File: config.mk
export PLATFORM = sky130hd
export DESIGN_NAME = disp_src_sel
export DESIGN_NICKNAME = d
export VERILOG_FILES = /design/src/rtl/dss_pkg.sv /design/src/rtl/dss_regs.sv /design/src/rtl/dss_peak_over.sv /design/src/rtl/dss_sel.sv /design/src/rtl/disp_src_sel.sv
export SDC_FILE = /design/constraint.sdc
export NUM_CORES = 1
export LEC_CHECK = 0
export BUFFER_PORTS_ARGS = -buffer_cell sky130_fd_sc_hd__buf_2
export CAP_MARGIN = 20
export CORE_MARGIN = 2
export CORE_UTILIZATION = 62
export DETAILED_ROUTE_END_ITERATION = 10
export PLACE_DENSITY = 0.84
export SLEW_MARGIN = 0
export SYNTH_ARGS = -nofsm -noshare
export SYNTH_HDL_FRONTEND = slang
export SYNTH_HIERARCHICAL = 1
export SYNTH_SLANG_ARGS = --single-unit
File: constraint.sdc
create_clock -name clk_i -period 5.5 [get_ports clk_i]
set_input_delay 0.55 -clock clk_i [delete_from_list [all_inputs] [get_ports clk_i]]
set_output_delay 0.55 -clock clk_i [all_outputs]
set_load 0.005 [all_outputs]
File: src/rtl/dss_pkg.sv
package dss_pkg;
  typedef enum logic [1:0] {
    DIG_NUM  = 2'd0,
    DIG_ONE  = 2'd1,
    DIG_DASH = 2'd2,
    DIG_SEG  = 2'd3
  } dig_code_e;

  localparam int unsigned A_CTRL = 0;
  localparam int unsigned A_HOST = 1;
  localparam int unsigned A_THR  = 2;
  localparam int unsigned A_SEG0 = 3;
  localparam int unsigned CTRL_W = 5;

  typedef struct packed {
    logic clear;
    logic seg_mode;
    logic host_sel;
    logic peak;
    logic hold;
  } ctrl_t;
endpackage

File: src/rtl/dss_regs.sv
module dss_regs
  import dss_pkg::*;
#(
  parameter int unsigned DATA_W  = 16,
  parameter int unsigned NUM_DIG = 4,
  parameter int unsigned ADDR_W  = 3,
  parameter logic [DATA_W-1:0] THR_RST = '0
) (
  input  logic                  clk_i,
  input  logic                  rst_ni,
  input  logic                  cs_i,
  input  logic                  wr_en_i,
  input  logic [ADDR_W-1:0]     wr_addr_i,
  input  logic [DATA_W-1:0]     wr_data_i,
  output ctrl_t                 ctrl_o,
  output logic [DATA_W-1:0]     host_o,
  output logic [DATA_W-1:0]     thr_o,
  output logic [NUM_DIG*8-1:0]  seg_o,
  output logic                  clr_o
);
  ctrl_t             ctrl_q;
  logic [DATA_W-1:0] host_q, thr_q;
  logic              cs_q;

  assign clr_o = ctrl_q.clear & cs_i & ~cs_q;

  always_ff @(posedge clk_i or negedge rst_ni) begin
    if (!rst_ni) cs_q <= 1'b0;
    else         cs_q <= cs_i;
  end

  always_ff @(posedge clk_i or negedge rst_ni) begin
    if (!rst_ni) begin
      ctrl_q <= '0;
      host_q <= '0;
      thr_q  <= THR_RST;
    end else if (clr_o) begin
      ctrl_q <= '0;
      host_q <= '0;
      thr_q  <= THR_RST;
    end else if (wr_en_i) begin
      if (wr_addr_i == ADDR_W'(A_CTRL)) ctrl_q <= ctrl_t'(wr_data_i[CTRL_W-1:0]);
      if (wr_addr_i == ADDR_W'(A_HOST)) host_q <= wr_data_i;
      if (wr_addr_i == ADDR_W'(A_THR))  thr_q  <= wr_data_i;
    end
  end

  for (genvar g = 0; g < NUM_DIG; g++) begin : g_seg
    logic [7:0] seg_q;
    always_ff @(posedge clk_i or negedge rst_ni) begin
      if (!rst_ni)                                          seg_q <= '0;
      else if (clr_o)                                       seg_q <= '0;
      else if (wr_en_i && wr_addr_i == ADDR_W'(A_SEG0 + g)) seg_q <= wr_data_i[7:0];
    end
    assign seg_o[g*8 +: 8] = seg_q;
  end

  assign ctrl_o = ctrl_q;
  assign host_o = host_q;
  assign thr_o  = thr_q;

  a_r10_clear_restores: assert property (@(posedge clk_i) disable iff (!rst_ni)
    clr_o |=> (ctrl_q == '0 && thr_q == THR_RST && host_q == '0));
endmodule

File: src/rtl/dss_peak_over.sv
module dss_peak_over #(
  parameter int unsigned DATA_W = 16
) (
  input  logic              clk_i,
  input  logic              rst_ni,
  input  logic              clr_i,
  input  logic              res_valid_i,
  input  logic [DATA_W-1:0] res_data_i,
  input  logic [DATA_W-1:0] thr_i,
  input  logic              over_clr_i,
  output logic [DATA_W-1:0] peak_o,
  output logic              over_o
);
  function automatic logic [DATA_W:0] mag(input logic [DATA_W-1:0] v);
    return v[DATA_W-1] ? ({1'b0, ~v} + (DATA_W+1)'(1)) : {1'b0, v};
  endfunction

  logic [DATA_W-1:0] peak_q;
  logic              over_q;
  logic              res_big, res_over;

  assign res_big  = res_valid_i && (mag(res_data_i) > mag(peak_q));
  assign res_over = res_valid_i && (mag(res_data_i) > mag(thr_i));

  always_ff @(posedge clk_i or negedge rst_ni) begin
    if (!rst_ni)      peak_q <= '0;
    else if (clr_i)   peak_q <= '0;
    else if (res_big) peak_q <= res_data_i;
  end

  // set beats clear pulse
  always_ff @(posedge clk_i or negedge rst_ni) begin
    if (!rst_ni)         over_q <= 1'b0;
    else if (clr_i)      over_q <= 1'b0;
    else if (res_over)   over_q <= 1'b1;
    else if (over_clr_i) over_q <= 1'b0;
  end

  assign peak_o = peak_q;
  assign over_o = over_q;

  a_r4_peak_monotone: assert property (@(posedge clk_i) disable iff (!rst_ni)
    !clr_i |=> mag(peak_q) >= mag($past(peak_q)));
  a_r7_over_sticky: assert property (@(posedge clk_i) disable iff (!rst_ni)
    (over_q && !over_clr_i && !clr_i) |=> over_q);
  a_r7_over_sets: assert property (@(posedge clk_i) disable iff (!rst_ni)
    (res_valid_i && !clr_i && mag(res_data_i) > mag(thr_i)) |=> over_q);
endmodule

File: src/rtl/dss_sel.sv
module dss_sel
  import dss_pkg::*;
#(
  parameter int unsigned DATA_W  = 16,
  parameter int unsigned NUM_DIG = 4
) (
  input  logic                  clk_i,
  input  logic                  rst_ni,
  input  logic                  clr_i,
  input  ctrl_t                 ctrl_i,
  input  logic [DATA_W-1:0]     host_i,
  input  logic [DATA_W-1:0]     thr_i,
  input  logic [DATA_W-1:0]     peak_i,
  input  logic                  res_valid_i,
  input  logic [DATA_W-1:0]     res_data_i,
  output logic [DATA_W-1:0]     disp_o,
  output logic [NUM_DIG*2-1:0]  code_o
);
  function automatic logic [DATA_W:0] mag(input logic [DATA_W-1:0] v);
    return v[DATA_W-1] ? ({1'b0, ~v} + (DATA_W+1)'(1)) : {1'b0, v};
  endfunction

  logic [DATA_W-1:0] disp_q;
  logic              ovr_q;

  // priority: hold > peak > host word > live result
  always_ff @(posedge clk_i or negedge rst_ni) begin
    if (!rst_ni) begin
      disp_q <= '0;
      ovr_q  <= 1'b0;
    end else if (clr_i) begin
      disp_q <= '0;
      ovr_q  <= 1'b0;
    end else if (ctrl_i.hold) begin
      disp_q <= disp_q;
    end else if (ctrl_i.peak) begin
      disp_q <= peak_i;
      ovr_q  <= mag(peak_i) > mag(thr_i);
    end else if (ctrl_i.host_sel) begin
      disp_q <= host_i;
      ovr_q  <= 1'b0;
    end else if (res_valid_i) begin
      disp_q <= res_data_i;
      ovr_q  <= mag(res_data_i) > mag(thr_i);
    end
  end

  for (genvar g = 0; g < NUM_DIG; g++) begin : g_code
    dig_code_e code;
    always_comb begin
      if (ctrl_i.seg_mode)      code = DIG_SEG;
      else if (!ovr_q)          code = DIG_NUM;
      else if (g == NUM_DIG-1)  code = DIG_ONE;
      else                      code = DIG_DASH;
    end
    assign code_o[g*2 +: 2] = code;
  end

  assign disp_o = disp_q;

  a_r5_hold_frozen: assert property (@(posedge clk_i) disable iff (!rst_ni)
    (ctrl_i.hold && !clr_i) |=> ($stable(disp_q) && $stable(ovr_q)));
  a_r2_live_follow: assert property (@(posedge clk_i) disable iff (!rst_ni)
    (!clr_i && !ctrl_i.hold && !ctrl_i.peak && !ctrl_i.host_sel && res_valid_i)
      |=> disp_q == $past(res_data_i));
endmodule

File: src/rtl/disp_src_sel.sv
module disp_src_sel
  import dss_pkg::*;
#(
  parameter int unsigned FULL_DIGITS = 3,
  parameter int unsigned DATA_W      = 16,
  localparam int unsigned NUM_DIG    = FULL_DIGITS + 1,
  localparam int unsigned ADDR_W     = $clog2(A_SEG0 + NUM_DIG)
) (
  input  logic                  clk_i,
  input  logic                  rst_ni,
  input  logic                  cs_i,
  input  logic                  wr_en_i,
  input  logic [ADDR_W-1:0]     wr_addr_i,
  input  logic [DATA_W-1:0]     wr_data_i,
  input  logic                  res_valid_i,
  input  logic [DATA_W-1:0]     res_data_i,
  input  logic                  over_clr_i,
  output logic [DATA_W-1:0]     disp_word_o,
  output logic [NUM_DIG*8-1:0]  seg_pat_o,
  output logic [NUM_DIG*2-1:0]  digit_code_o,
  output logic                  over_o
);
  function automatic longint pow10(input int unsigned n);
    longint r = 1;
    for (int unsigned i = 0; i < n; i++) r = r * 10;
    return r;
  endfunction

  localparam logic [DATA_W-1:0] THR_RST = DATA_W'(2 * pow10(FULL_DIGITS) - 1);

  ctrl_t             ctrl;
  logic [DATA_W-1:0] host, thr, peak;
  logic              clr;

  dss_regs #(
    .DATA_W(DATA_W), .NUM_DIG(NUM_DIG), .ADDR_W(ADDR_W), .THR_RST(THR_RST)
  ) i_regs (
    .clk_i, .rst_ni, .cs_i, .wr_en_i, .wr_addr_i, .wr_data_i,
    .ctrl_o(ctrl), .host_o(host), .thr_o(thr), .seg_o(seg_pat_o), .clr_o(clr)
  );

  dss_peak_over #(.DATA_W(DATA_W)) i_peak_over (
    .clk_i, .rst_ni, .clr_i(clr), .res_valid_i, .res_data_i,
    .thr_i(thr), .over_clr_i, .peak_o(peak), .over_o
  );

  dss_sel #(.DATA_W(DATA_W), .NUM_DIG(NUM_DIG)) i_sel (
    .clk_i, .rst_ni, .clr_i(clr), .ctrl_i(ctrl), .host_i(host), .thr_i(thr),
    .peak_i(peak), .res_valid_i, .res_data_i,
    .disp_o(disp_word_o), .code_o(digit_code_o)
  );

  a_r10_clear_wipes: assert property (@(posedge clk_i) disable iff (!rst_ni)
    clr |=> (!over_o && disp_word_o == '0 && seg_pat_o == '0));
endmodule

Word-level counts from Yosys, hierarchy flattened
Index checks and enable logic that the tools add are counted.
- word-level logic and storage cells: 96
- output and inout port bits: 57
- flip-flop bits (word level): 104
- input port bits: 41
- magnitude comparators: 3
- bitwise operators: 6
- muxes and demuxes: 39
- equality and inequality tests: 7
- reduce and logical (&&, ||, !) cells: 22
- $add $sub $neg: 3
- operators with widths (kind ; count):
    $mux W16 ; 13
    $mux W8 ; 8
    $add A16 B1 Y17 const B ; 3
    $gt A17 B17 Y1 ; 3
    $mux W17 ; 3
    $not A16 Y16 ; 3
    $reduce_bool A2 Y1 ; 9
    $mux W5 ; 3
    $eq A3 B3 Y1 const B ; 3
    $mux W1 ; 9
    $reduce_and A2 Y1 ; 4
    $eq A3 B2 Y1 const B ; 2
    $logic_and A1 B1 Y1 ; 6
    $mux W2 ; 3
    $reduce_bool A4 Y1 ; 1
    $eq A3 B1 Y1 const B ; 1
    $logic_not A3 Y1 ; 1
    $reduce_bool A3 Y1 ; 1
    $and A1 B1 Y1 ; 2
    $ne A2 B2 Y1 const B ; 1
    $not A1 Y1 ; 1

Logic depth before layout (Yosys ltp)
Gate-level depths: netlist of the first run.
- depth after elaboration: 9
- mapped depth: 15
- gate-level depth less buffers: 14

Modules after synthesis
Netlist of the first run, hierarchy kept.
- by module, submodules not included (module ; area each (µm²) ; instances ; cells each ; sequential area each (µm²)):
    dss_regs ; 2944.1 ; 1 ; 302 ; 1762.9
    dss_sel ; 2767.7 ; 1 ; 363 ; 425.4
    dss_peak_over ; 2534.9 ; 1 ; 289 ; 425.4

Worst setup path after synthesis of the first run
OpenSTA, ideal clock, no wires.
- path type: input -> register
- start: in res_data_i[2]
- end: reg i_peak_over.peak_q[0] (netlist: i_peak_over/peak_o[0])
- required time: 5.377 ns
- arrival time: 3.417 ns
- library setup time: 0.123 ns
- path buffers: 1
- slack: 1.960 ns
- stages on the path: 15
- path through: nor3_1 -> nand2_1 -> or3_1 -> or2_2 -> o31ai_1 -> xnor2_1 -> ha_1 -> and4_1 -> nand2_1 -> nor3_1 -> nand4_1 -> o41ai_2 -> a21oi_4 -> buf_8 -> mux2i_1
- longest elaborated chain between the ends: 6
- RTL lines (what ; RTL line ; text):
    start, declared ; disp_src_sel.sv:16 ; input logic [DATA_W-1:0] res_data_i,
    $not A16 Y16 ; dss_peak_over.sv:15 ; return v[DATA_W-1] ? ({1'b0, ~v} + (DATA_W+1)'(1)) : {1'b0, v};
    $add A16 B1 Y17 ; dss_peak_over.sv:15 ;
    $mux W17 * ; dss_peak_over.sv:15 ;
    $gt A17 B17 Y1 * ; dss_peak_over.sv:22 ; assign res_big = res_valid_i && (mag(res_data_i) > mag(peak_q));
    $logic_and A1 B1 Y1 * ; dss_peak_over.sv:22 ;
    $reduce_bool A2 Y1 (no line) * ; - ;
    end signal, assigned ; dss_peak_over.sv:28 ; else if (res_big) peak_q <= res_data_i;
    end, declared ; dss_peak_over.sv:18 ; logic [DATA_W-1:0] peak_q;
Mark *: on every way between the ends. The rest lies on a longest branch, timed or not.
A chain may end at the register's enable or synchronous reset.

Worst setup path after layout of the first run
- start: reg i_peak_over.peak_q[0] (netlist: i_peak_over/peak_o[0])
- end: reg i_peak_over.peak_q[7] (netlist: i_peak_over/peak_o[7])
- longest elaborated chain between the ends: 6
- RTL lines (what ; RTL line):
    $not A16 Y16 ; dss_peak_over.sv:15
    $add A16 B1 Y17 ; dss_peak_over.sv:15
    $mux W17 * ; dss_peak_over.sv:15
    $gt A17 B17 Y1 * ; dss_peak_over.sv:22
    $logic_and A1 B1 Y1 * ; dss_peak_over.sv:22
    $reduce_bool A2 Y1 (no line) * ; -
Marked as above.

==> impl_metrics.tcl, run 1 <==
set metrics [dict create \
    max_slew.worst_pin.slew_ps 974.6 \
    peakVddDrop_v 0.0002954 \
    maxCapViolations 0 \
    synth_warnings 6 \
    drc 0 \
    diodes 0 \
    antenna_found_initial 0 \
    reg2reg_setup_slack_ps 1580 \
    outcome "complete, no violations" \
    p_per_area_nw_per_um2 474.3 \
    drt_pass1_iterations 5 \
    period_share_pct 71.22 \
    use_met2_pct 53.92 \
    slew_violations 0 \
    path_clk_slew_ps 80 \
    synth.top_cell.area_share_pct 28.83 \
    cts_resized 0 \
    ys_seq_area_share_pct 31.69 \
    yosys.area.top_type "dfrtp_1" \
    initial_utilization_pct 62.77 \
    place_ws_ps 1465 \
    cts-root-buf "clkbuf_16" \
    drtAntennaViolNets 0 \
    fin_setup_tns_ps 0 \
    slew_headroom_pct 35.03 \
    die-area_sq_um 14240 \
    drtIter0Drc 706 \
    max_freq_ghz 0.2553 \
    grt_use_met3_pct 5.843 \
    r2r_start "i_peak_over/peak_o[0]" \
    reg2reg_depth 13 \
    ctsLongestPathBuffers 2 \
    via_per_inst 6.125 \
    min_period_ps 3917 \
    finalHoldViolCount 0 \
    vias 7350 \
    core_region_area_sq_um 13140 \
    p_leak_nw 4.041 \
    overflow 0 \
    rsz0062_at_grt "no" \
    grt_pass1_vias 6928 \
    synth_cell_types 70 \
    worst_slack_ps 1583 \
    arrival_ps 4200 \
    htree_num_levels 3 \
    crit_fanout 16 \
    clkSinkCount 104 \
    die_w_um 119.3 \
    rows 42 \
    async_reset_ff_share_pct 100.0 \
    startpoint_type "flop" \
    gp_congestion 0.9623 \
    fill_cells 1091 \
    critPathCaptureType "flop" \
    post_drt_wl_per_cell_um 19.00 \
    grt_max_degree 59 \
    hold_path_class "in -> async" \
    holdBufCountCts 0 \
    ys_seq_elements 104 \
    wl_um 22800 \
    clock_insertion_delay_worst_skew_ps 370 \
    layout-drive-gt1-share_pct 15.33 \
    synth_cells 954 \
    synthFlopType "dfrtp_1" \
    avgSynthCellArea_sq_um 8.644 \
    cts_setup_buffers 0 \
    synth_area_sq_um 8247 \
    syn_to_final_growth_pct 9.270 \
    cts_buffers 9 \
    setup_violations 0 \
    synth_edf_count 0 \
    portBuffers 97 \
    skew_ps 13.22 \
    dp_hpwl_um 16690 \
    cts_tree "yes" \
    required_ps 5780 \
    yosys-top-cells-area "dfrtp_1 29%, ha_1 10%, nand2_1 8.8%" \
    io_pins 98 \
    track_usage_pct 32.67 \
    grt_pass1_wl_um 36110 \
    die_y_um 119.3 \
    reg2reg_to "i_peak_over/peak_o[7]" \
    criticalPathCategory "reg -> reg" \
    nets 1126 \
    top_usage_layer "met2" \
    use_met1_pct 42.58 \
]
-- state kept, by name (all words and copies together), names as in the netlist --
signal,count
i_peak_over/over_o,1
i_peak_over/peak_o,16
i_regs/cs_q,1
i_regs/ctrl_o,5
i_regs/g_seg.seg_q,32
i_regs/host_o,16
i_regs/thr_o,16
i_sel/disp_o,16
i_sel/ovr_q,1
-- how the worst max path moves through the flow --
| stage | startpoint | to | cells past startpoint | slack (ps) |
|---|---|---|---|---|
| after floorplan | res_data_i[2] | i_peak_over/peak_o[0] | 15 | 1960 |
| after global placement | res_data_i[2] | i_peak_over/peak_o[12] | 12 | 1550 |
| after detailed placement | res_data_i[2] | i_peak_over/peak_o[7] | 12 | 1470 |
| after CTS | i_peak_over/peak_o[0] | i_peak_over/peak_o[7] | 12 | 1590 |
| after global routing | i_peak_over/peak_o[2] | i_sel/ovr_q | 12 | 1350 |
| final | i_peak_over/peak_o[0] | i_peak_over/peak_o[7] | 13 | 1580 |
-- logic make-up after synthesis --
family	share of synthesized area [%]
AND/OR/NAND/NOR	23.35
flip-flops	31.69
adder cells (fa/ha/maj)	10.15
AO/OA/AOI/OAI	15.64
XOR/XNOR	8.800
multiplexers	5.947
other	0.1820
buffers and inverters	4.233
-- final cells by class --
class                      instances  area, sq um  share of cell area (%)
multi-input combinational        784         5299                   58.80
clock inverter                     6        60.06                  0.6665
inverter                          19        71.32                  0.7914
clock buffer                      10        229.0                   2.541
tap                              176        220.2                   2.444
sequential                       104         2614                   29.01
timing repair buffer             101        518.0                   5.748
-- placed cells by master, fill, tap and decap left out, types with 5 or more instances in the layout --
cell type  instances
nor2_2             5
or3_1             15
mux2i_1           49
or2_2              9
xnor2_1           42
inv_1             18
dfrtp_1           95
nor3_1             6
nor4_1             6
nand2_1          193
a21o_1            11
or4_1              6
nand4_1           11
ha_1              66
nand2b_1          40
buf_4              5
xor2_1            39
conb_1             8
o21ai_0           37
buf_2             96
a21oi_1           78
clkbuf_16          9
o41ai_1           11
nand4b_1           5
nor2_1            33
dfstp_2            9
o31ai_1           27
nor2b_1            9
nand3_1           18
-- stage by stage --
stage               std cells  total power [mW]  area (sq um)  utilization, %  hold slack [ps]
finish                   1200             4.274          9011           68.59            177.0
detailed placement       1184             3.584          8722           66.39            510.9
global placement         1184             3.499          8722           66.39            498.3
floorplan                 958             2.949          8262               -            254.4
CTS                      1200             4.251          9011           68.59            207.9
global route             1200             4.616          9011           68.59            221.5
-- cell usage after synthesis (9+ instances only) --
library cell and count:
nand2b_1 40, clkbuf_1 20, a21o_1 11, nor2b_1 9
dfstp_2 9, o21ai_0 37, a21oi_1 78, inv_1 18
dfrtp_1 95, mux2i_1 49, nand2_1 193, xnor2_1 42
o31ai_1 27, o41ai_1 11, buf_2 15, xor2_1 39
nand3_1 18, nor2_1 33, buf_4 11, or3_1 15
or2_2 9, ha_1 66, nand4_1 11
-- layer usage --
layer  routed length, um  up-vias
li1                    -     3478
met1                9592     3512
met2               10900      297
met3                1398       63
met4                 910        0
met5                   0        -
-- worst max-delay path, stage by stage, from the launching register on --
cell and delay, ps:
dfrtp_1 500, inv_1 120, ha_1 190, or4b_1 550, o21ai_0 240, xor2_1 140
ha_1 340, nand4_1 150, a21oi_1 160, o21bai_1 100, a21o_1 170, a211o_1 330
a21oi_4 580, mux2i_1 280
-- power breakdown --
group	internal [mW]	switching [mW]
sequential	1.02	0.404
combinational	1.01	1.20
clock	0.321	0.320
Note: power is estimated with default switching activity, not from simulation.
==> run 2, diff against run 1 <==
- ABC_AREA: not set -> 1
- CORE_UTILIZATION: 62 -> 60
- PLACE_DENSITY: 0.84 -> 0.81
- clock period: 5.5 -> 4.01 ns (I/O delays scaled with it)
==> run 2 against run 1 <==
- combinational power increased by 90%
- sequential power is 49% higher
- via count increased by 16%
- hold slack improved by 53 ps
- sequential cell count stayed put
==> impl_metrics.tcl, run 2 <==
set metrics [dict create \
    outcome "complete, no violations" \
    synth_warnings 6 \
    peakVddDrop_v 0.0003436 \
    syn_to_final_growth_pct 10.03 \
    startpoint_type "flop" \
    rows 44 \
    synth.most_common_cell "nand2_1" \
    diodes 0 \
    maxCapViolations 0 \
    hold_end "i_regs/cs_q" \
    cts_tree "yes" \
    portBuffers 97 \
    grt_max_degree 95 \
    ctsLongestPathBuffers 2 \
    p_per_area_nw_per_um2 757.1 \
    seqPwrFrac_pct 29.0 \
    period_share_pct 82.35 \
    drtIter0Drc 750 \
    grt_pass1_wl_um 40290 \
    io_pins 98 \
    design_power_total_mw 7.262 \
    vias 8547 \
    reg2reg_to "i_peak_over/peak_o[9]" \
    p_sw_mw 3.570 \
    reg2reg_depth 18 \
    r2r_start "i_peak_over/peak_o[3]" \
    core_region_area_sq_um 14370 \
    avgSynthCellArea_sq_um 7.008 \
    largest_reg_flops 32 \
    utilization_pct 66.76 \
    cts_setup_buffers 0 \
    yosys-top-cells-area "dfrtp_1 27%, nand2_1 15%, ha_1 9.5%" \
    layout_commonest_cell "nand2_1" \
    die-area_sq_um 15510 \
    yosys.area.top_type "dfrtp_1" \
    pwr-share-comb_pct 57.8 \
    cts_resized 0 \
    swShare_pct 49.16 \
    synth_cells 1244 \
    synthFlopType "dfrtp_1" \
    clock_insertion_delay_worst_skew_ps 350 \
    antenna_found_initial 0 \
    ys_seq_area_share_pct 29.98 \
    fin_setup_tns_ps 0 \
    die_w_um 124.5 \
    cts-root-buf "clkbuf_16" \
    overflow 0 \
    synth_edf_count 0 \
    initial_utilization_pct 60.68 \
    intPower_mw 3.692 \
    top_register "i_regs/g_seg.seg_q" \
    wl_um 24910 \
    skew_ps 11.00 \
    hold_path_class "in -> reg" \
    clkSinkCount 104 \
    criticalPathCategory "reg -> reg" \
    via_per_inst 5.660 \
    slew_violations 0 \
    layout-drive-gt1-share_pct 15.99 \
    ys_seq_elements 104 \
    track_usage_pct 32.46 \
    synth.top_cell.area_share_pct 27.27 \
    pwr-share-clk_pct 13.2 \
    arrival_ps 3540 \
    drt_pass1_iterations 5 \
    drc 0 \
    async_reset_ff_share_pct 100.0 \
    startpoint "i_peak_over/peak_o[3]" \
    dp_hpwl_um 19020 \
    path_clk_slew_ps 70 \
    reg2reg_setup_slack_ps 710 \
    p_leak_nw 5.198 \
    nets 1429 \
    rsz0062_at_grt "no" \
    slew_headroom_pct 33.18 \
    max_slew.worst_pin.slew_ps 1001 \
    synth_common_cells "341 x nand2_1, 128 x nand3_1, 122 x inv_1" \
    finalHoldViolCount 0 \
    hold_path_startpoint "cs_i" \
    required_ps 4250 \
    synth_cell_types 44 \
    holdPathStages 1 \
    critPathCaptureType "flop" \
    drtAntennaViolNets 0 \
    most-common-layout-cells "341 x nand2_1, 128 x nand3_1, 122 x inv_1" \
    grt_pass1_vias 7871 \
    setup_violations 0 \
    min_period_ps 3302 \
    die_y_um 124.5 \
    gp_congestion 1.003 \
    synth_area_sq_um 8718 \
    holdBufCountCts 1 \
    htree_num_levels 3 \
    crit_fanout 17 \
    post_drt_wl_per_cell_um 16.50 \
    max_freq_ghz 0.3028 \
    cts_buffers 9 \
]
[run 2: cells by family after synthesis]
logic type	after synthesis	share of synthesized area, %
simple gates	689	36.31
compound gates	136	8.439
xor+xnor	65	6.616
other cells	4	0.1722
flops	104	29.98
fa+ha+maj	66	9.472
buf+inv	180	9.013
[run 2: final cells by class]
cell class | instances | area, sq um
Tap cell | 184 | 230.2
Fill cell | 1293 | 4776
Sequential cell | 104 | 2614
Clock buffer | 9 | 225.2
Multi-Input combinational cell | 964 | 5341
Timing Repair Buffer | 104 | 563.0
Clock inverter | 6 | 97.59
Inverter | 139 | 521.8
[run 2: how the worst max path moves through the flow]
stage	end	slack, ps
floorplan	i_peak_over/peak_o[3]	1290
global placement	i_peak_over/peak_o[4]	790
detailed placement	i_peak_over/peak_o[9]	690
CTS	i_peak_over/peak_o[9]	770
global route	i_peak_over/peak_o[12]	410
finish	i_peak_over/peak_o[9]	710
[run 2: power groups by stage]
stage               Sequential (mW)  Clock [mW]  Combinational (mW)
floorplan                      1.89           0                3.14
global route                   2.16        1.02                4.78
detailed placement             2.10           0                4.10
CTS                            2.09       0.969                4.13
global placement               2.09           0                3.99
finish                         2.11       0.961                4.20
[run 2: routing by layer]
layer  share of wire (%)  vias to the layer above  global-route usage [%]
met3                 8.3                       60                   4.682
li1                    -                     4183                       -
met2                  46                      395                   52.46
met4                 4.2                        0                   14.34
met1                  41                     3909                   43.50
met5                   0                        -                       0
[run 2: metrics by stage]
step                      area [sq um]  hold slack [ps]  setup WS, ps  instances
after global placement            9233            371.4         792.5       1493
after CTS                         9565            219.5         771.8       1509
after global routing              9593            222.1         409.3       1510
after detailed placement          9233            378.8         693.7       1493
final                             9593            229.6         707.9       1510
after floorplan                   8733            105.4          1290       1248
[run 2: critical path: stages (launching register included)]
cell     delay, ps
dfrtp_1        520
or2_1          320
nor2_1         110
nand2_1         80
nor3_1         210
inv_1           60
nor2_1         120
nor2_1          80
a21oi_1        150
xor2_1         190
ha_1           250
nand4_1        120
nor3_1          60
nand4_1        100
nor2_2          60
nor2_4         330
nand2_4        220
nand3_1        120
nand2_1         80
